[config.mk]
export PLATFORM = sky130hd
export DESIGN_NAME = nfs_sequencer
export DESIGN_NICKNAME = d
export VERILOG_FILES = /design/src/rtl/nfs_pkg.sv /design/src/rtl/nfs_wbuf.sv /design/src/rtl/nfs_pins.sv /design/src/rtl/nfs_sequencer.sv
export SDC_FILE = /design/constraint.sdc
export NUM_CORES = 1
export LEC_CHECK = 0
export BUFFER_PORTS_ARGS = -buffer_cell sky130_fd_sc_hd__buf_2
export CAP_MARGIN = 20
export CORE_MARGIN = 8
export CORE_UTILIZATION = 50
export DETAILED_ROUTE_END_ITERATION = 7
export PLACE_DENSITY = 0.79
export SKIP_LAST_GASP = 1
export SYNTH_ARGS = -nofsm -noshare
export SYNTH_HDL_FRONTEND = slang
export SYNTH_HIERARCHICAL = 1
export SYNTH_SLANG_ARGS = --single-unit
[constraint.sdc]
create_clock -name clk -period 7.1 [get_ports clk]
set_input_delay 1.775 -clock clk [delete_from_list [all_inputs] [get_ports clk]]
set_output_delay 1.775 -clock clk [all_outputs]
set_load 0.02 [all_outputs]
[src/rtl/nfs_pkg.sv]
package nfs_pkg;

    typedef enum logic [1:0] {
        OP_CMD   = 2'd0,
        OP_ADDR  = 2'd1,
        OP_WDATA = 2'd2,
        OP_RDREQ = 2'd3
    } op_kind_e;

    typedef struct packed {
        op_kind_e   kind;
        logic [7:0] data;
    } wb_entry_t;

    typedef struct packed {
        wb_entry_t ent;
        logic      from_page;
    } pin_op_t;

    localparam logic [3:0] REG_CTRL   = 4'd0;
    localparam logic [3:0] REG_STATUS = 4'd1;
    localparam logic [3:0] REG_IRQST  = 4'd2;
    localparam logic [3:0] REG_MASK   = 4'd3;
    localparam logic [3:0] REG_CMD    = 4'd4;
    localparam logic [3:0] REG_ADDR   = 4'd5;
    localparam logic [3:0] REG_DWR    = 4'd6;
    localparam logic [3:0] REG_RDREQ  = 4'd7;
    localparam logic [3:0] REG_RDATA  = 4'd8;
    localparam logic [3:0] REG_PAGE   = 4'd9;
    localparam logic [3:0] REG_RESET  = 4'd10;

    localparam int IRQ_W       = 5;
    localparam int IRQ_NOTBUSY = 0;
    localparam int IRQ_OVF     = 1;
    localparam int IRQ_EDGE    = 2;
    localparam int IRQ_RDRDY   = 3;
    localparam int IRQ_WRDONE  = 4;

endpackage

[src/rtl/nfs_wbuf.sv]
module nfs_wbuf
    import nfs_pkg::*;
#(
    parameter int DEPTH = 4
) (
    input  logic      clk,
    input  logic      rst_n,
    input  logic      push,
    input  wb_entry_t din,
    input  logic      pop,
    output wb_entry_t head,
    output logic      full,
    output logic      empty
);
    localparam int PW = (DEPTH > 1) ? $clog2(DEPTH) : 1;
    localparam int CW = $clog2(DEPTH + 1);

    typedef struct packed {
        wb_entry_t [DEPTH-1:0] mem;
        logic [PW-1:0]         wp;
        logic [PW-1:0]         rp;
        logic [CW-1:0]         cnt;
    } wbuf_state_t;

    wbuf_state_t r_q, r_d;

    function automatic logic [PW-1:0] wrap_inc(input logic [PW-1:0] p);
        return (p == PW'(DEPTH - 1)) ? '0 : p + PW'(1);
    endfunction

    always_comb begin
        r_d = r_q;
        if (push) begin
            r_d.mem[r_q.wp] = din;
            r_d.wp          = wrap_inc(r_q.wp);
        end
        if (pop) begin
            r_d.rp = wrap_inc(r_q.rp);
        end
        case ({push, pop})
            2'b10:   r_d.cnt = r_q.cnt + CW'(1);
            2'b01:   r_d.cnt = r_q.cnt - CW'(1);
            default: r_d.cnt = r_q.cnt;
        endcase
    end

    always_ff @(posedge clk or negedge rst_n) begin
        if (!rst_n) r_q <= '0;
        else        r_q <= r_d;
    end

    assign head  = r_q.mem[r_q.rp];
    assign full  = (r_q.cnt == CW'(DEPTH));
    assign empty = (r_q.cnt == '0);

endmodule

[src/rtl/nfs_pins.sv]
module nfs_pins
    import nfs_pkg::*;
#(
    parameter int DLY_W = 4
) (
    input  logic             clk,
    input  logic             rst_n,
    input  logic             start,
    input  pin_op_t          op,
    input  logic [DLY_W-1:0] rd_dly,
    input  logic [DLY_W-1:0] wr_dly,
    input  logic [7:0]       dq_in,
    output logic             idle,
    output logic             done,
    output pin_op_t          done_op,
    output logic [7:0]       cap_data,
    output logic             ce_n,
    output logic             cle,
    output logic             ale,
    output logic             we_n,
    output logic             re_n,
    output logic [7:0]       dq_out,
    output logic             dq_oe
);
    typedef enum logic [1:0] {
        PS_IDLE   = 2'd0,
        PS_SETUP  = 2'd1,
        PS_STROBE = 2'd2,
        PS_HOLD   = 2'd3
    } pin_state_e;

    typedef struct packed {
        pin_state_e       st;
        pin_op_t          op;
        logic [DLY_W-1:0] cnt;
        logic [7:0]       cap;
    } pins_state_t;

    pins_state_t r_q, r_d;
    logic [DLY_W-1:0] dly_sel;
    logic             is_read;

    assign is_read = (r_q.op.ent.kind == OP_RDREQ);
    assign dly_sel = is_read ? rd_dly : wr_dly;

    always_comb begin
        r_d = r_q;
        unique case (r_q.st)
            PS_IDLE: begin
                if (start) begin
                    r_d.op = op;
                    r_d.st = PS_SETUP;
                end
            end
            PS_SETUP: begin
                r_d.cnt = (dly_sel == '0) ? '0 : dly_sel - DLY_W'(1);
                r_d.st  = PS_STROBE;
            end
            PS_STROBE: begin
                if (r_q.cnt == '0) begin
                    r_d.st = PS_HOLD;
                    if (is_read) r_d.cap = dq_in;
                end else begin
                    r_d.cnt = r_q.cnt - DLY_W'(1);
                end
            end
            PS_HOLD: r_d.st = PS_IDLE;
            default: r_d.st = PS_IDLE;
        endcase
    end

    always_ff @(posedge clk or negedge rst_n) begin
        if (!rst_n) r_q <= '0;
        else        r_q <= r_d;
    end

    assign idle     = (r_q.st == PS_IDLE);
    assign done     = (r_q.st == PS_HOLD);
    assign done_op  = r_q.op;
    assign cap_data = r_q.cap;
    assign ce_n     = idle;
    assign cle      = !idle && (r_q.op.ent.kind == OP_CMD);
    assign ale      = !idle && (r_q.op.ent.kind == OP_ADDR);
    assign we_n     = !((r_q.st == PS_STROBE) && !is_read);
    assign re_n     = !((r_q.st == PS_STROBE) && is_read);
    assign dq_out   = r_q.op.ent.data;
    assign dq_oe    = !idle && !is_read;

endmodule

[src/rtl/nfs_sequencer.sv]
module nfs_sequencer
    import nfs_pkg::*;
#(
    parameter int WB_DEPTH    = 4,
    parameter int DLY_W       = 4,
    parameter int RST_CYCLES  = 4,
    parameter int SMALL_CHUNK = 256,
    parameter int LARGE_CHUNK = 512
) (
    input  logic                 clk,
    input  logic                 rst_n,
    input  logic                 host_wr,
    input  logic [3:0]           host_addr,
    input  logic [2*DLY_W+1:0]   host_wdata,
    output logic [2*DLY_W+1:0]   host_rdata,
    output logic                 irq,
    output logic                 nand_ce_n,
    output logic                 nand_cle,
    output logic                 nand_ale,
    output logic                 nand_we_n,
    output logic                 nand_re_n,
    output logic [7:0]           nand_dq_out,
    output logic                 nand_dq_oe,
    input  logic [7:0]           nand_dq_in,
    input  logic                 nand_rb,
    output logic                 rd_stream_valid,
    output logic [7:0]           rd_stream_data,
    output logic                 ecc_clr
);
    localparam int CTRL_W = 2 * DLY_W + 2;
    localparam int PCW    = $clog2(LARGE_CHUNK + 1);
    localparam int RCW    = $clog2(RST_CYCLES + 1);
    localparam int RD_LSB = 2;
    localparam int WR_LSB = 2 + DLY_W;

    typedef struct packed {
        logic [CTRL_W-1:0] ctrl;
        logic [IRQ_W-1:0]  irq;
        logic [IRQ_W-1:0]  mask;
        logic [7:0]        rd_byte;
        logic              rd_pend;
        logic              wr_pend;
        logic [PCW-1:0]    pcnt;
        logic [RCW-1:0]    rcnt;
        logic [2:0]        rb_sync;
    } seq_state_t;

    localparam seq_state_t SEQ_RESET = '{
        ctrl: '0, irq: '0, mask: '0, rd_byte: '0, rd_pend: 1'b0,
        wr_pend: 1'b0, pcnt: '0, rcnt: '0, rb_sync: 3'b111
    };

    seq_state_t r_q, r_d;

    wb_entry_t wb_in, wb_head;
    logic      wb_push, wb_pop, wb_full, wb_empty;
    logic      is_queue_wr;
    logic      eng_idle, eng_start, eng_done;
    pin_op_t   eng_op, eng_done_op;
    logic [7:0] eng_cap;
    logic      resetting;
    logic [PCW-1:0] chunk_m1;
    logic [4:0] status;
    logic       wbuf_full;
    logic       irq_ovf_flag;

    assign wbuf_full    = wb_full;
    assign irq_ovf_flag = r_q.irq[IRQ_OVF];
    assign resetting    = (r_q.rcnt != '0);
    assign chunk_m1     = r_q.ctrl[0] ? PCW'(LARGE_CHUNK - 1) : PCW'(SMALL_CHUNK - 1);
    assign status       = {wb_empty, r_q.rd_pend, r_q.wr_pend, wb_full, r_q.rb_sync[1]};

    // host writes that enter the write buffer
    always_comb begin
        is_queue_wr = host_wr && ((host_addr == REG_CMD) || (host_addr == REG_ADDR) ||
                                  (host_addr == REG_DWR) || (host_addr == REG_RDREQ));
        wb_in.data = host_wdata[7:0];
        unique case (host_addr)
            REG_CMD:   wb_in.kind = OP_CMD;
            REG_ADDR:  wb_in.kind = OP_ADDR;
            REG_RDREQ: wb_in.kind = OP_RDREQ;
            default:   wb_in.kind = OP_WDATA;
        endcase
        wb_push = is_queue_wr && !wb_full;
    end

    // engine dispatch: buffer first, then page-read strobes
    always_comb begin
        eng_start        = 1'b0;
        wb_pop           = 1'b0;
        eng_op.ent       = wb_head;
        eng_op.from_page = 1'b0;
        if (eng_idle && !resetting) begin
            if (!wb_empty) begin
                eng_start = 1'b1;
                wb_pop    = 1'b1;
            end else if (r_q.rd_pend) begin
                eng_start        = 1'b1;
                eng_op.ent.kind  = OP_RDREQ;
                eng_op.ent.data  = 8'h00;
                eng_op.from_page = 1'b1;
            end
        end
    end

    always_comb begin
        logic [IRQ_W-1:0] set_ev;
        logic [IRQ_W-1:0] clr_ev;
        r_d    = r_q;
        set_ev = '0;
        clr_ev = '0;

        r_d.rb_sync = {r_q.rb_sync[1:0], nand_rb};
        set_ev[IRQ_NOTBUSY] = r_q.rb_sync[1] && !r_q.rb_sync[2];
        set_ev[IRQ_OVF]     = is_queue_wr && wb_full;
        set_ev[IRQ_EDGE]    = wb_full && wb_pop;

        if (resetting) r_d.rcnt = r_q.rcnt - RCW'(1);

        if (eng_done) begin
            if (eng_done_op.from_page) begin
                r_d.pcnt = r_q.pcnt + PCW'(1);
                if (r_q.pcnt == chunk_m1) begin
                    r_d.rd_pend = 1'b0;
                    r_d.pcnt    = '0;
                end
            end else if (eng_done_op.ent.kind == OP_RDREQ) begin
                r_d.rd_byte       = eng_cap;
                set_ev[IRQ_RDRDY] = 1'b1;
            end else if ((eng_done_op.ent.kind == OP_WDATA) && r_q.wr_pend) begin
                r_d.pcnt = r_q.pcnt + PCW'(1);
                if (r_q.pcnt == chunk_m1) begin
                    r_d.wr_pend        = 1'b0;
                    r_d.pcnt           = '0;
                    set_ev[IRQ_WRDONE] = 1'b1;
                end
            end
        end

        if (host_wr) begin
            unique case (host_addr)
                REG_CTRL:  r_d.ctrl = host_wdata;
                REG_IRQST: clr_ev   = host_wdata[IRQ_W-1:0];
                REG_MASK:  r_d.mask = host_wdata[IRQ_W-1:0];
                REG_PAGE: begin
                    if (!r_q.rd_pend && !r_q.wr_pend && !resetting) begin
                        if (host_wdata[0]) begin
                            r_d.rd_pend = 1'b1;
                            r_d.pcnt    = '0;
                        end else if (host_wdata[1]) begin
                            r_d.wr_pend = 1'b1;
                            r_d.pcnt    = '0;
                        end
                    end
                end
                REG_RESET: if (host_wdata[0]) r_d.rcnt = RCW'(RST_CYCLES);
                default: ;
            endcase
        end

        if (resetting || (host_wr && (host_addr == REG_RESET) && host_wdata[0])) begin
            r_d.rd_pend = 1'b0;
            r_d.wr_pend = 1'b0;
            r_d.pcnt    = '0;
        end

        r_d.irq = (r_q.irq & ~clr_ev) | set_ev;
    end

    always_ff @(posedge clk or negedge rst_n) begin
        if (!rst_n) r_q <= SEQ_RESET;
        else        r_q <= r_d;
    end

    always_comb begin
        unique case (host_addr)
            REG_CTRL:   host_rdata = r_q.ctrl;
            REG_STATUS: host_rdata = CTRL_W'(status);
            REG_IRQST:  host_rdata = CTRL_W'(r_q.irq);
            REG_MASK:   host_rdata = CTRL_W'(r_q.mask);
            REG_RDATA:  host_rdata = CTRL_W'(r_q.rd_byte);
            REG_RESET:  host_rdata = CTRL_W'(resetting);
            default:    host_rdata = '0;
        endcase
    end

    nfs_wbuf #(.DEPTH(WB_DEPTH)) u_wbuf (
        .clk   (clk),
        .rst_n (rst_n),
        .push  (wb_push),
        .din   (wb_in),
        .pop   (wb_pop),
        .head  (wb_head),
        .full  (wb_full),
        .empty (wb_empty)
    );

    nfs_pins #(.DLY_W(DLY_W)) u_pins (
        .clk      (clk),
        .rst_n    (rst_n),
        .start    (eng_start),
        .op       (eng_op),
        .rd_dly   (r_q.ctrl[RD_LSB +: DLY_W]),
        .wr_dly   (r_q.ctrl[WR_LSB +: DLY_W]),
        .dq_in    (nand_dq_in),
        .idle     (eng_idle),
        .done     (eng_done),
        .done_op  (eng_done_op),
        .cap_data (eng_cap),
        .ce_n     (nand_ce_n),
        .cle      (nand_cle),
        .ale      (nand_ale),
        .we_n     (nand_we_n),
        .re_n     (nand_re_n),
        .dq_out   (nand_dq_out),
        .dq_oe    (nand_dq_oe)
    );

    assign irq             = |(r_q.irq & r_q.mask);
    assign rd_stream_valid = eng_done && eng_done_op.from_page;
    assign rd_stream_data  = eng_cap;
    assign ecc_clr         = resetting;

endmodule

# Word-level counts from Yosys, hierarchy flattened
# Index checks and enable logic that the tools add are counted.
# totals
register_bits	118
out_inout_bits	35
word_cells	169
# classes
add_sub_neg	8
n_lt_le_gt_ge	3
n_eq_ne	25
mux	54
bitwise	5
n_reduce_logical	48
# op_table
operator	count
two-way mux 11 bit	7
one-hot mux 10 bit (6 select lines)	1
two-way mux 10 bit	5
two-way mux 12 bit	4
bitwise mux 40 bit	1
binary-select mux 10 bit (select 2 bit)	1
demux 10 bit (select 2 bit)	1
logical AND 1 bit	18
== test 4 x 3 -> 1 bit (second input constant)	4
two-way mux 15 bit	1
== test 2 bit (second input constant)	7
two-way mux 1 bit	14
two-way mux 13 bit	1
== test 4 bit (second input constant)	3
logical NOT 4 bit	3
two-way mux 4 bit	3
adder 10 x 1 -> 10 bit (second input constant)	1
AND 5 bit	2
== test 10 x 9 -> 1 bit	1
two-way mux 2 bit	5
two-way mux 5 bit	2
AND reduction 2 bit	5
logical NOT 1 bit	9
two-way mux 3 bit	3
27 further kinds	41

# Logic depth before layout (Yosys ltp)
# Gate-level depths: netlist of the first run.
# logic_depth
ltp_word	13
mapped_depth	12
depth_no_buf	10

# By module
# The synthesis of the first run kept the hierarchy.
# modules_own_cells
mod	n_inst	cells_per_inst	area_each_um2
nfs_sequencer	1	251	2553.7
nfs_wbuf	1	131	2123.3
nfs_pins	1	139	1555.2

# Worst setup path before layout of the first run
# OpenSTA, ideal clock, no wires.
# synth_path
path_type	input port to output port
start	input host_addr[0]
end	output host_rdata[1]
t_arrival_ps	2757
required_time_ps	5325
slack_ps	2568
stages	4
n_path_buf	2
cell_sequence	buf_2 buf_1 mux2i_1 o22ai_1
# synth_between
elab_chain_len	2
elab_cells_between_ends	7
classes_between	5 x eq/ne; 1 x mux; 1 x reduce/logical
# synth_rtl
element	line_no	text
start: declaration	nfs_sequencer.sv:13	input logic [3:0] host_addr,
== test 4 bit, or another cell as far along	nfs_sequencer.sv:176	unique case (host_addr)
one-hot mux 10 bit (6 select lines) (*)	nfs_sequencer.sv:176	
end: declaration	nfs_sequencer.sv:15	output logic [2*DLY_W+1:0] host_rdata,
# Mark *: on every way between the ends. The rest lies on a longest branch, timed or not.

# Final worst setup path of the first run
# layout_path
start	input host_addr[0]
end	output host_rdata[0]
# The elaborated chain is that of the path after synthesis.

==> tab_implementation.tex, run 1 <==
\begin{tabular}{lr}
\hline
Metric & Value \\
\hline
\multicolumn{2}{l}{\textbf{Critical path}} \\
\quad Worst-path fanout max & 20 \\
\quad Arr. time, crit path & 3.18 ns \\
\quad Worst flop-to-flop path startpoint & u\_pins/r\_q[23]\$\_DFFE\_PN0P\_ \\
\quad Reg-to-reg slack, setup & around 4.5 ns \\
\quad Worst reg2reg path depth & 10 \\
\quad Crit path cell chain & buf\_2 > nor2b\_1 > a221oi\_1 > nor3\_1 > a221o\_1 > buf\_2 \\
\quad Launching element type of the critical path & primary input \\
\quad Crit path capture type & output port \\
\quad Capture instance of the worst register-to-register path & u\_wbuf/r\_q[2]\$\_DFFE\_PN0P\_ \\
\quad Critical Path End & host\_rdata[0] \\
\quad Maximum single-stage delay on the critical path & 0.35 ns \\
\quad Worst path most repeated cell & sky130\_fd\_sc\_hd\_\_buf\_2 \\
\quad Required time at the worst-slack endpoint & 5.33 ns \\
\quad Path length in cells of the critical path & 6 \\
\quad Critical path buffer and inverter count & 2 \\
\quad CP delay by family, top & compound AO/OA/AOI/OAI gates \\
\quad Worst setup path class & primary input to output port \\
\quad Crit path max-delay cell type & sky130\_fd\_sc\_hd\_\_buf\_2 \\
\quad Timing startpoint of the critical path & host\_addr[0] \\
\multicolumn{2}{l}{\textbf{Timing}} \\
\quad Final period util & around 70\% \\
\quad Final Setup Violations & 0 \\
\quad Setup Total Neg Slack & 0 ns \\
\quad Setup skew after layout & between 0.009 and 0.01 ns \\
\quad Top achievable clock speed & approximately 0.2 GHz \\
\quad Max-slew violation count & 0 \\
\quad Minimum clock period after layout & 4.957 ns \\
\quad Unrepaired setup endpoints after global routing & false \\
\quad Number of endpoints with negative hold slack in the final report & 0 \\
\quad Remaining max-slew budget at the tightest pin & 46.57\% \\
\quad Measured slew at the worst slew-check pin & 0.8014 ns \\
\multicolumn{2}{l}{\textbf{GRT}} \\
\quad Pin count of the biggest net entering global routing & 66 \\
\quad Wire length of the first global-routing pass & 22.27 mm \\
\quad Number of antenna violations at the first check in global routing & 0 \\
\quad Tot GR Track Use & between 10\% and 20\% \\
\quad GR Overflow Total & 0 \\
\quad Vias in the first global route & 4,313 \\
\multicolumn{2}{l}{\textbf{Die}} \\
\quad I/O pin count & 61 \\
\quad Die outline width & 127.1 um \\
\quad Die Outline Area & roughly 0.016 mm2 \\
\quad FP Rows & 40 \\
\quad Core Area & around 0.012 mm2 \\
\quad Vertical die dimension & 127.1 um \\
\quad Starting density of the core & approximately half \\
\multicolumn{2}{l}{\textbf{Yosys}} \\
\quad Post-synthesis cell count & 513 \\
\quad Post-Synthesis Net Count & $\sim$550 \\
\quad Total of warnings raised by yosys & 6 \\
\quad Post-synthesis instance area & 0.006172 mm2 \\
\quad Mean instance size in the synthesized netlist & 12.03 um2 \\
\multicolumn{2}{l}{\textbf{Clocking}} \\
\quad Depth of the CTS H-tree & 4 \\
\quad Clock input transition at the sequential cells of the worst setup and hold paths & 0.05 ns \\
\quad CTS Hold Bufs & 0 \\
\quad CTS sink cnt & about 120 \\
\quad PostCTS Resize Cnt & 0 \\
\quad Max Buffers Root-to-Sink & 2 \\
\quad Clock network latency to the later pin of the worst-skew pair & 0.42 ns \\
\quad TritonCTS clock tree & built \\
\quad Post-CTS Repair Setup Buffers & 0 \\
\quad Cell chosen for the clock root & sky130\_fd\_sc\_hd\_\_clkbuf\_16 \\
\quad TritonCTS buffer count & 17 \\
\multicolumn{2}{l}{\textbf{Route}} \\
\quad Router iterations before antenna repair & 5 \\
\quad Final routed wirelength across all metal layers & 13.56 mm \\
\quad DRC & 0 \\
\quad DR iter-0 viols & 354 \\
\quad Average routed wire per standard cell & 18.99 um \\
\quad Detailed-route vias per instance & 5.962 \\
\quad Via total after detailed routing & around 4,300 \\
\quad Antenna Violating Nets Remaining & 0 \\
\multicolumn{2}{l}{\textbf{Pwr}} \\
\quad Leakage power figure & 3.295 nW \\
\quad Power consumption & 2.771 mW \\
\quad Worst vdd rail ir drop & 203.9 uV \\
\quad Total power density per cell area & 393.4 mW/mm2 \\
\multicolumn{2}{l}{\textbf{Finish}} \\
\quad Share of post-route cells with drive strength above 1 & a little under two fifths \\
\quad Post-route insts no fill & 714 \\
\quad Utilization after layout & between 50\% and 60\% \\
\quad Total inserted antenna cells & 0 \\
\quad Post-route standard cell area excluding fillers & 0.007044 mm2 \\
\quad Filler Cell Count & 933 \\
\quad Area added between synthesis and finish & 14.13\% \\
\quad Net count, final & 595 \\
\multicolumn{2}{l}{\textbf{Place}} \\
\quad Final estimated routing congestion in global placement & 0.9007 \\
\quad Placed standard-cell area & roughly 0.0064 mm2 \\
\quad Sum of net half-perimeters after detailed placement & 9.523 mm \\
\quad Input/output buffers & 60 \\
\quad Number of placed instances with taps included & 682 \\
\multicolumn{2}{l}{\textbf{Outcome}} \\
\quad Outcome & complete, no violations \\
\multicolumn{2}{l}{\textbf{Job}} \\
\quad Max-cap viol count & 0 \\
\multicolumn{2}{l}{\textbf{Hold path}} \\
\quad Number of stages on the worst hold path & 0 \\
\quad Worst min path class & flop to flop \\
\hline
\end{tabular}
==> worst min-delay path by stage <==
stage                      from          endpoint
2_1_floorplan  r_d[1]$_DFF_PN1_  r_d[2]$_DFF_PN1_
3_3_place_gp   r_d[1]$_DFF_PN1_  r_d[2]$_DFF_PN1_
3_5_place_dp   r_d[1]$_DFF_PN1_  r_d[2]$_DFF_PN1_
4_1_cts        r_d[1]$_DFF_PN1_  r_d[2]$_DFF_PN1_
5_1_grt        r_d[1]$_DFF_PN1_  r_d[2]$_DFF_PN1_
6_report       r_d[1]$_DFF_PN1_  r_d[2]$_DFF_PN1_
==> flip-flops by register name, indices dropped and copies added, names as in the netlist <==
name / cells
u_pins/dq_out: 8
u_pins/done_op: 3
r_q: 43
irq_ovf_flag: 1
u_pins/r_q: 6
u_pins/cap_data: 8
u_wbuf/r_q: 47
r_d: 2
==> placed cells by master (no fill, tap or decap), drive strengths merged, types with 4 or more instances in the layout <==
cell      n
dfrtp   115
mux2     86
buf      61
nand2    37
nor2     27
inv      18
clkbuf   18
a21oi    17
nor2b    15
o21ai    15
ha       14
mux2i    11
nor3     11
mux4     10
nand3     8
bufinv    6
nand3b    5
a211oi    5
nand4b    5
and2      5
clkinv    5
xor2      4
and3      4
or2       4
==> per-layer routing <==
layer	vias up	routed length, um	track usage (%)
met5	-	0	0
met4	0	325	8.677
met3	24	583	4.493
met2	124	6932	28.60
met1	2191	5714	21.10
li1	1918	-	-
==> area by class of cell <==
class                      instances  area (um2)  area share (%)
clock buffer                      18       429.2           6.092
clock inverter                    14       231.5           3.286
inverter                          18       67.56          0.9591
multi-input combinational        338        2865           40.67
sequential                       118        2957           41.97
tap                              147       183.9           2.611
timing repair buffer              61       310.3           4.405
==> power breakdown <==
part           internal [mW]  switching [mW]
Clock                  0.654           0.298
Combinational          0.403           0.362
Sequential             0.878           0.175
Total                   1.94           0.835
==> metrics by stage <==
step / setup WS (ns) / hold slack [ns]
final: 2.143 / 0.3570
after global routing: 1.978 / 0.3659
after CTS: 2.161 / 0.3573
after detailed placement: 2.174 / 0.3494
after global placement: 2.232 / 0.3481
after floorplan: 2.568 / 0.3452
==> worst reg2reg max path: stages (launching register included) <==
cell                       delay (ns)
sky130_fd_sc_hd__dfrtp_1         0.42
sky130_fd_sc_hd__inv_1           0.10
sky130_fd_sc_hd__ha_1            0.33
sky130_fd_sc_hd__nand3b_1        0.16
sky130_fd_sc_hd__nor2_1          0.38
sky130_fd_sc_hd__ha_1            0.28
sky130_fd_sc_hd__inv_1           0.06
sky130_fd_sc_hd__fa_1            0.38
sky130_fd_sc_hd__xor2_1          0.15
sky130_fd_sc_hd__nor2_1          0.11
sky130_fd_sc_hd__xor2_1          0.17
No activity file was read; power rests on OpenSTA's default activity.
==> inputs of run 2 (changes only) <==
- clock period: 7.1 -> 4.75 ns (I/O delays scaled with it)
==> tab_implementation.tex, run 2 (synthesis gave the netlist of run 1 again) <==
\begin{tabular}{lr}
\hline
Metric & Value \\
\hline
\multicolumn{2}{l}{\textbf{GRT}} \\
\quad Wire length of the first global-routing pass & 22.71 mm \\
\quad GR Overflow Total & 0 \\
\quad Vias in the first global route & 4,316 \\
\quad Tot GR Track Use & 17.89\% \\
\quad Number of antenna violations at the first check in global routing & 0 \\
\quad Pin count of the biggest net entering global routing & 60 \\
\multicolumn{2}{l}{\textbf{Die}} \\
\quad Vertical die dimension & 127.1 um \\
\quad Core Area & 0.01201 mm2 \\
\quad Starting density of the core & 51.39\% \\
\quad Die Outline Area & between 0.015 and 0.02 mm2 \\
\quad FP Rows & 40 \\
\quad Die outline width & around 130 um \\
\quad I/O pin count & 61 \\
\multicolumn{2}{l}{\textbf{Clocking}} \\
\quad Clock input transition at the sequential cells of the worst setup and hold paths & about 0.05 ns \\
\quad CTS sink cnt & 118 \\
\quad CTS Hold Bufs & 0 \\
\quad Clock network latency to the later pin of the worst-skew pair & 0.42 ns \\
\quad Max Buffers Root-to-Sink & 2 \\
\quad Post-CTS Repair Setup Buffers & 0 \\
\quad Depth of the CTS H-tree & 4 \\
\quad Cell chosen for the clock root & sky130\_fd\_sc\_hd\_\_clkbuf\_16 \\
\quad TritonCTS clock tree & built \\
\quad PostCTS Resize Cnt & 0 \\
\quad TritonCTS buffer count & 17 \\
\multicolumn{2}{l}{\textbf{Timing}} \\
\quad Remaining max-slew budget at the tightest pin & 48.30\% \\
\quad Number of endpoints with negative hold slack in the final report & 0 \\
\quad Setup skew after layout & roughly 0.0077 ns \\
\quad Final period util & 80.46\% \\
\quad Top achievable clock speed & 0.2617 GHz \\
\quad Minimum clock period after layout & $\sim$3.8 ns \\
\quad Setup Total Neg Slack & 0 ns \\
\quad Measured slew at the worst slew-check pin & 0.7726 ns \\
\quad Unrepaired setup endpoints after global routing & false \\
\quad Max-slew violation count & 0 \\
\quad Final Setup Violations & 0 \\
\multicolumn{2}{l}{\textbf{Hold path}} \\
\quad Hold Crit Start & r\_d[1]\$\_DFF\_PN1\_ \\
\quad Worst min path class & flop to flop \\
\quad Number of stages on the worst hold path & 0 \\
\quad Worst Hold End & r\_d[2]\$\_DFF\_PN1\_ \\
\multicolumn{2}{l}{\textbf{Pwr}} \\
\quad Sw Pwr & 1.260 mW \\
\quad Internal power & 2.820 mW \\
\quad Leakage power figure & about 3.3 nW \\
\quad Power consumption & 4.080 mW \\
\quad Clock share of power & roughly 33\% \\
\quad Combinational share of power & 28.2\% \\
\quad Switching share of power & approximately 30\% \\
\quad Share of total power in sequential cells & 38.6\% \\
\quad Worst vdd rail ir drop & 283.4 uV \\
\quad Total power density per cell area & about 580 mW/mm2 \\
\multicolumn{2}{l}{\textbf{Finish}} \\
\quad Utilization after layout & 58.47\% \\
\quad Net count, final & 596 \\
\quad Max FFs per register & 47 \\
\quad Share of post-route cells with drive strength above 1 & 37.68\% \\
\quad Largest regs & u\_wbuf/r\_q (47), r\_q (43) \\
\quad Most frequent standard cell in the layout excluding fill and tap cells & sky130\_fd\_sc\_hd\_\_dfrtp\_1 \\
\quad Most used cells in the layout excluding fill and tap cells & 115 x sky130\_fd\_sc\_hd\_\_dfrtp\_1, 85 x sky130\_fd\_sc\_hd\_\_mux2\_2, 59 x sky130\_fd\_sc\_hd\_\_buf\_2 \\
\quad Area added between synthesis and finish & 13.78\% \\
\quad Total inserted antenna cells & 0 \\
\quad Largest Register & u\_wbuf/r\_q \\
\multicolumn{2}{l}{\textbf{Route}} \\
\quad Detailed-route vias per instance & just under 6 \\
\quad Via total after detailed routing & approximately 4,200 \\
\quad DR iter-0 viols & 539 \\
\quad DRC & 0 \\
\quad Router iterations before antenna repair & 5 \\
\quad Average routed wire per standard cell & 19.53 um \\
\quad Final routed wirelength across all metal layers & 13.97 mm \\
\quad Antenna Violating Nets Remaining & 0 \\
\multicolumn{2}{l}{\textbf{Critical path}} \\
\quad Capture instance of the worst register-to-register path & u\_wbuf/r\_q[2]\$\_DFFE\_PN0P\_ \\
\quad Worst reg2reg path depth & 10 \\
\quad Launching element type of the critical path & primary input \\
\quad Worst flop-to-flop path startpoint & u\_pins/r\_q[24]\$\_DFFE\_PN0P\_ \\
\quad Worst setup path class & primary input to output port \\
\quad Crit path capture type & output port \\
\quad Required time at the worst-slack endpoint & 3.56 ns \\
\quad Arr. time, crit path & 2.63 ns \\
\quad Worst-path fanout max & 20 \\
\quad Reg-to-reg slack, setup & approximately 2.1 ns \\
\multicolumn{2}{l}{\textbf{Outcome}} \\
\quad Outcome & complete, no violations \\
\multicolumn{2}{l}{\textbf{Place}} \\
\quad Input/output buffers & 60 \\
\quad Sum of net half-perimeters after detailed placement & 9.691 mm \\
\quad Final estimated routing congestion in global placement & between 0.9 and 1 \\
\multicolumn{2}{l}{\textbf{Job}} \\
\quad Max-cap viol count & 0 \\
\hline
\end{tabular}
==> run 2: cell types whose count changed in the layout (fill, tap and decap cells not counted) <==
cell / change
sky130_fd_sc_hd__bufinv_16: -2
sky130_fd_sc_hd__clkinv_2: -1
sky130_fd_sc_hd__clkbuf_8: +2
sky130_fd_sc_hd__inv_6: +1
sky130_fd_sc_hd__buf_4: +1
==> run 2: final cells by class <==
| cell class | count | area, um2 |
|---|---|---|
| clock buffer | 20 | 456.7 |
| clock inverter | 12 | 175.2 |
| fill | 929 | 4989 |
| inverter | 18 | 67.56 |
| multi-input combinational | 338 | 2865 |
| sequential | 118 | 2957 |
| tap | 147 | 183.9 |
| timing repair buffer | 62 | 317.8 |
==> run 2: how the worst max path moves through the flow <==
stage	from	to	cells after the start
floorplan	host_addr[0]	host_rdata[1]	4
CTS	host_addr[0]	host_rdata[0]	6
global route	host_addr[0]	host_rdata[0]	6
global placement	host_addr[0]	host_rdata[0]	6
detailed placement	host_addr[0]	host_rdata[0]	6
finish	host_addr[0]	host_rdata[0]	6
==> run 2: per-layer routing <==
layer | vias to the layer above | share of wire (%) | track usage [%]
li1 | 1931 | - | -
met1 | 2137 | 41 | 21.49
met2 | 133 | 51 | 29.13
met3 | 30 | 5.0 | 4.825
met4 | 0 | 2.9 | 8.957
met5 | - | 0 | 0
==> run 2: metrics by stage <==
step           hold slack [ns]  area [um2]  setup slack, ns  instances
2_1_floorplan           0.3452        6172            1.393        513
3_3_place_gp            0.3480        6391            1.085        683
5_1_grt                 0.3580        7023           0.8350        715
4_1_cts                 0.3561        7023           0.9681        715
3_5_place_dp            0.3472        6391            1.044        683
6_report                0.3540        7023           0.9282        715
==> run 2: worst max-delay path, cell delays in order <==
cell and delay [ns]:
sky130_fd_sc_hd__buf_2 0.35, sky130_fd_sc_hd__nor2b_1 0.20, sky130_fd_sc_hd__a221oi_1 0.38, sky130_fd_sc_hd__nor3_1 0.09, sky130_fd_sc_hd__a221o_1 0.27, sky130_fd_sc_hd__buf_2 0.17
==> run 2: power groups by stage <==
stage	clock network [mW]	registers, mW	logic, mW
2_1_floorplan	0	1.46	1.02
3_3_place_gp	0	1.55	1.09
3_5_place_dp	0	1.58	1.14
4_1_cts	1.37	1.57	1.16
5_1_grt	1.41	1.61	1.26
6_report	1.36	1.57	1.15
==> inputs of run 3 (changes only) <==
- PLACE_DENSITY: 0.79 -> 0.82
- clock period: 4.75 -> 3.35 ns (I/O delays scaled with it)
==> tab_implementation.tex, run 3 (synthesis gave the netlist of run 1 again) <==
\begin{tabular}{lr}
\hline
Metric & Value \\
\hline
\multicolumn{2}{l}{\textbf{Outcome}} \\
\quad Outcome & complete, no violations \\
\multicolumn{2}{l}{\textbf{Clocking}} \\
\quad CTS sink cnt & 118 \\
\quad Post-CTS Repair Setup Buffers & 0 \\
\quad Max Buffers Root-to-Sink & 2 \\
\quad Cell chosen for the clock root & sky130\_fd\_sc\_hd\_\_clkbuf\_16 \\
\quad PostCTS Resize Cnt & 0 \\
\quad TritonCTS clock tree & built \\
\quad TritonCTS buffer count & 17 \\
\quad Depth of the CTS H-tree & 4 \\
\quad CTS Hold Bufs & 0 \\
\quad Clock network latency to the later pin of the worst-skew pair & 0.41 ns \\
\quad Clock input transition at the sequential cells of the worst setup and hold paths & 0.05 ns \\
\multicolumn{2}{l}{\textbf{Timing}} \\
\quad Setup Total Neg Slack & 0 ns \\
\quad Top achievable clock speed & about 0.33 GHz \\
\quad Unrepaired setup endpoints after global routing & false \\
\quad Remaining max-slew budget at the tightest pin & 53.00\% \\
\quad Number of endpoints with negative hold slack in the final report & 0 \\
\quad Minimum clock period after layout & 3.007 ns \\
\quad Measured slew at the worst slew-check pin & 0.7050 ns \\
\quad Max-slew violation count & 0 \\
\quad Hold slack final & between 0.3 and 0.4 ns \\
\quad Setup skew after layout & 0.006578 ns \\
\quad Setup ws final & roughly 0.34 ns \\
\quad Final Setup Violations & 0 \\
\quad Final period util & 89.76\% \\
\multicolumn{2}{l}{\textbf{Die}} \\
\quad Starting density of the core & 51.39\% \\
\quad Core Area & 0.01201 mm2 \\
\quad Die outline width & 127.1 um \\
\quad I/O pin count & 61 \\
\quad Vertical die dimension & about 130 um \\
\quad FP Rows & 40 \\
\quad Die Outline Area & 0.01616 mm2 \\
\multicolumn{2}{l}{\textbf{Critical path}} \\
\quad Crit path capture type & output port \\
\quad Worst flop-to-flop path startpoint & u\_pins/r\_q[23]\$\_DFFE\_PN0P\_ \\
\quad Reg-to-reg slack, setup & 0.63 ns \\
\quad Arr. time, crit path & 2.17 ns \\
\quad Worst-path fanout max & 20 \\
\quad Launching element type of the critical path & primary input \\
\quad Timing startpoint of the critical path & host\_addr[0] \\
\quad Capture instance of the worst register-to-register path & u\_wbuf/r\_q[2]\$\_DFFE\_PN0P\_ \\
\quad Required time at the worst-slack endpoint & between 2 and 3 ns \\
\quad Worst reg2reg path depth & 10 \\
\quad Worst setup path class & primary input to output port \\
\multicolumn{2}{l}{\textbf{Pwr}} \\
\quad Leakage power figure & between 3 and 4 nW \\
\quad Total power density per cell area & roughly 830 mW/mm2 \\
\quad Worst vdd rail ir drop & roughly 450 uV \\
\multicolumn{2}{l}{\textbf{Route}} \\
\quad DRC & 0 \\
\quad Sum of met3 wire segment lengths after detailed routing & 846 um \\
\quad Via total after detailed routing & 4,254 \\
\quad Router iterations before antenna repair & 5 \\
\quad Routed length on met2 & 7.154 mm \\
\quad Detailed-route vias per instance & 5.933 \\
\quad Top routing layer in use & met4 \\
\quad DR iter-0 viols & 560 \\
\quad M1 WL & roughly 5.7 mm \\
\quad Final routed wirelength across all metal layers & $\sim$14 mm \\
\quad Average routed wire per standard cell & 19.68 um \\
\quad Antenna Violating Nets Remaining & 0 \\
\multicolumn{2}{l}{\textbf{Finish}} \\
\quad Post-route standard cell area excluding fillers & 0.007073 mm2 \\
\quad Most used cells in the layout excluding fill and tap cells & 115 x sky130\_fd\_sc\_hd\_\_dfrtp\_1, 85 x sky130\_fd\_sc\_hd\_\_mux2\_2, 59 x sky130\_fd\_sc\_hd\_\_buf\_2 \\
\quad Total inserted antenna cells & 0 \\
\quad Most frequent standard cell in the layout excluding fill and tap cells & sky130\_fd\_sc\_hd\_\_dfrtp\_1 \\
\quad Largest regs & u\_wbuf/r\_q (47), r\_q (43) \\
\quad Net count, final & 598 \\
\quad Largest Register & u\_wbuf/r\_q \\
\quad Area added between synthesis and finish & 14.60\% \\
\quad Max FFs per register & 47 \\
\quad Share of post-route cells with drive strength above 1 & 38.07\% \\
\quad Utilization after layout & 58.89\% \\
\multicolumn{2}{l}{\textbf{Place}} \\
\quad Input/output buffers & 60 \\
\quad Placed standard-cell area & 0.006419 mm2 \\
\quad Sum of net half-perimeters after detailed placement & 9.945 mm \\
\quad Place WS & 0.3438 ns \\
\quad Final estimated routing congestion in global placement & 0.9092 \\
\multicolumn{2}{l}{\textbf{Hold path}} \\
\quad Number of stages on the worst hold path & 0 \\
\quad Worst Hold End & r\_d[2]\$\_DFF\_PN1\_ \\
\quad Worst min path class & flop to flop \\
\quad Hold Crit Start & r\_d[1]\$\_DFF\_PN1\_ \\
\multicolumn{2}{l}{\textbf{GRT}} \\
\quad Vias in the first global route & 4,435 \\
\quad Tot GR Track Use & 18.06\% \\
\quad Pin count of the biggest net entering global routing & 51 \\
\quad Wire length of the first global-routing pass & 22.87 mm \\
\quad Number of antenna violations at the first check in global routing & 0 \\
\quad GR Overflow Total & 0 \\
\multicolumn{2}{l}{\textbf{Job}} \\
\quad Max-cap viol count & 0 \\
\hline
\end{tabular}
## run 3: worst max-delay path by stage
stage	to	slack (ns)	cells past startpoint
after CTS	host_rdata[0]	0.35	6
final	host_rdata[0]	0.34	6
after global placement	host_rdata[0]	0.37	6
after global routing	host_rdata[0]	0.20	6
after floorplan	host_rdata[1]	0.69	4
after detailed placement	host_rdata[0]	0.34	6
## run 3: power by group
group          switching [mW]  internal [mW]  leakage [nW]
Sequential              0.381           1.86          1.50
Combinational           0.803          0.860          1.50
Clock                   0.645           1.35         0.315
## run 3: metal layers
| metal | track usage [%] | vias to the layer above |
|---|---|---|
| met3 | 4.201 | 34 |
| met5 | 0 | - |
| met2 | 29.91 | 162 |
| met1 | 21.61 | 2119 |
| met4 | 9.307 | 0 |
| li1 | - | 1939 |
## run 3: final cells by class
cell class / count / area [um2]
multi-input cells: 338 / 2865
clock buffers: 19 / 452.9
flip-flops and latches: 118 / 2957
fillers: 967 / 4938
repair buffers: 64 / 345.3
inverters: 18 / 67.56
clock inverters: 13 / 201.4
well taps: 147 / 183.9
## run 3: worst max-delay path: stages
cell                       delay [ns]
sky130_fd_sc_hd__buf_2           0.34
sky130_fd_sc_hd__nor2b_1         0.18
sky130_fd_sc_hd__a221oi_1        0.32
sky130_fd_sc_hd__nor3_1          0.07
sky130_fd_sc_hd__a221o_1         0.25
sky130_fd_sc_hd__buf_2           0.16
## run 3: metrics by stage
| stage | instances | power (mW) |
|---|---|---|
| after floorplan | 513 | 3.518 |
| after global placement | 685 | 3.756 |
| after detailed placement | 685 | 3.901 |
| after CTS | 717 | 5.926 |
| after global routing | 717 | 6.182 |
| final | 717 | 5.905 |
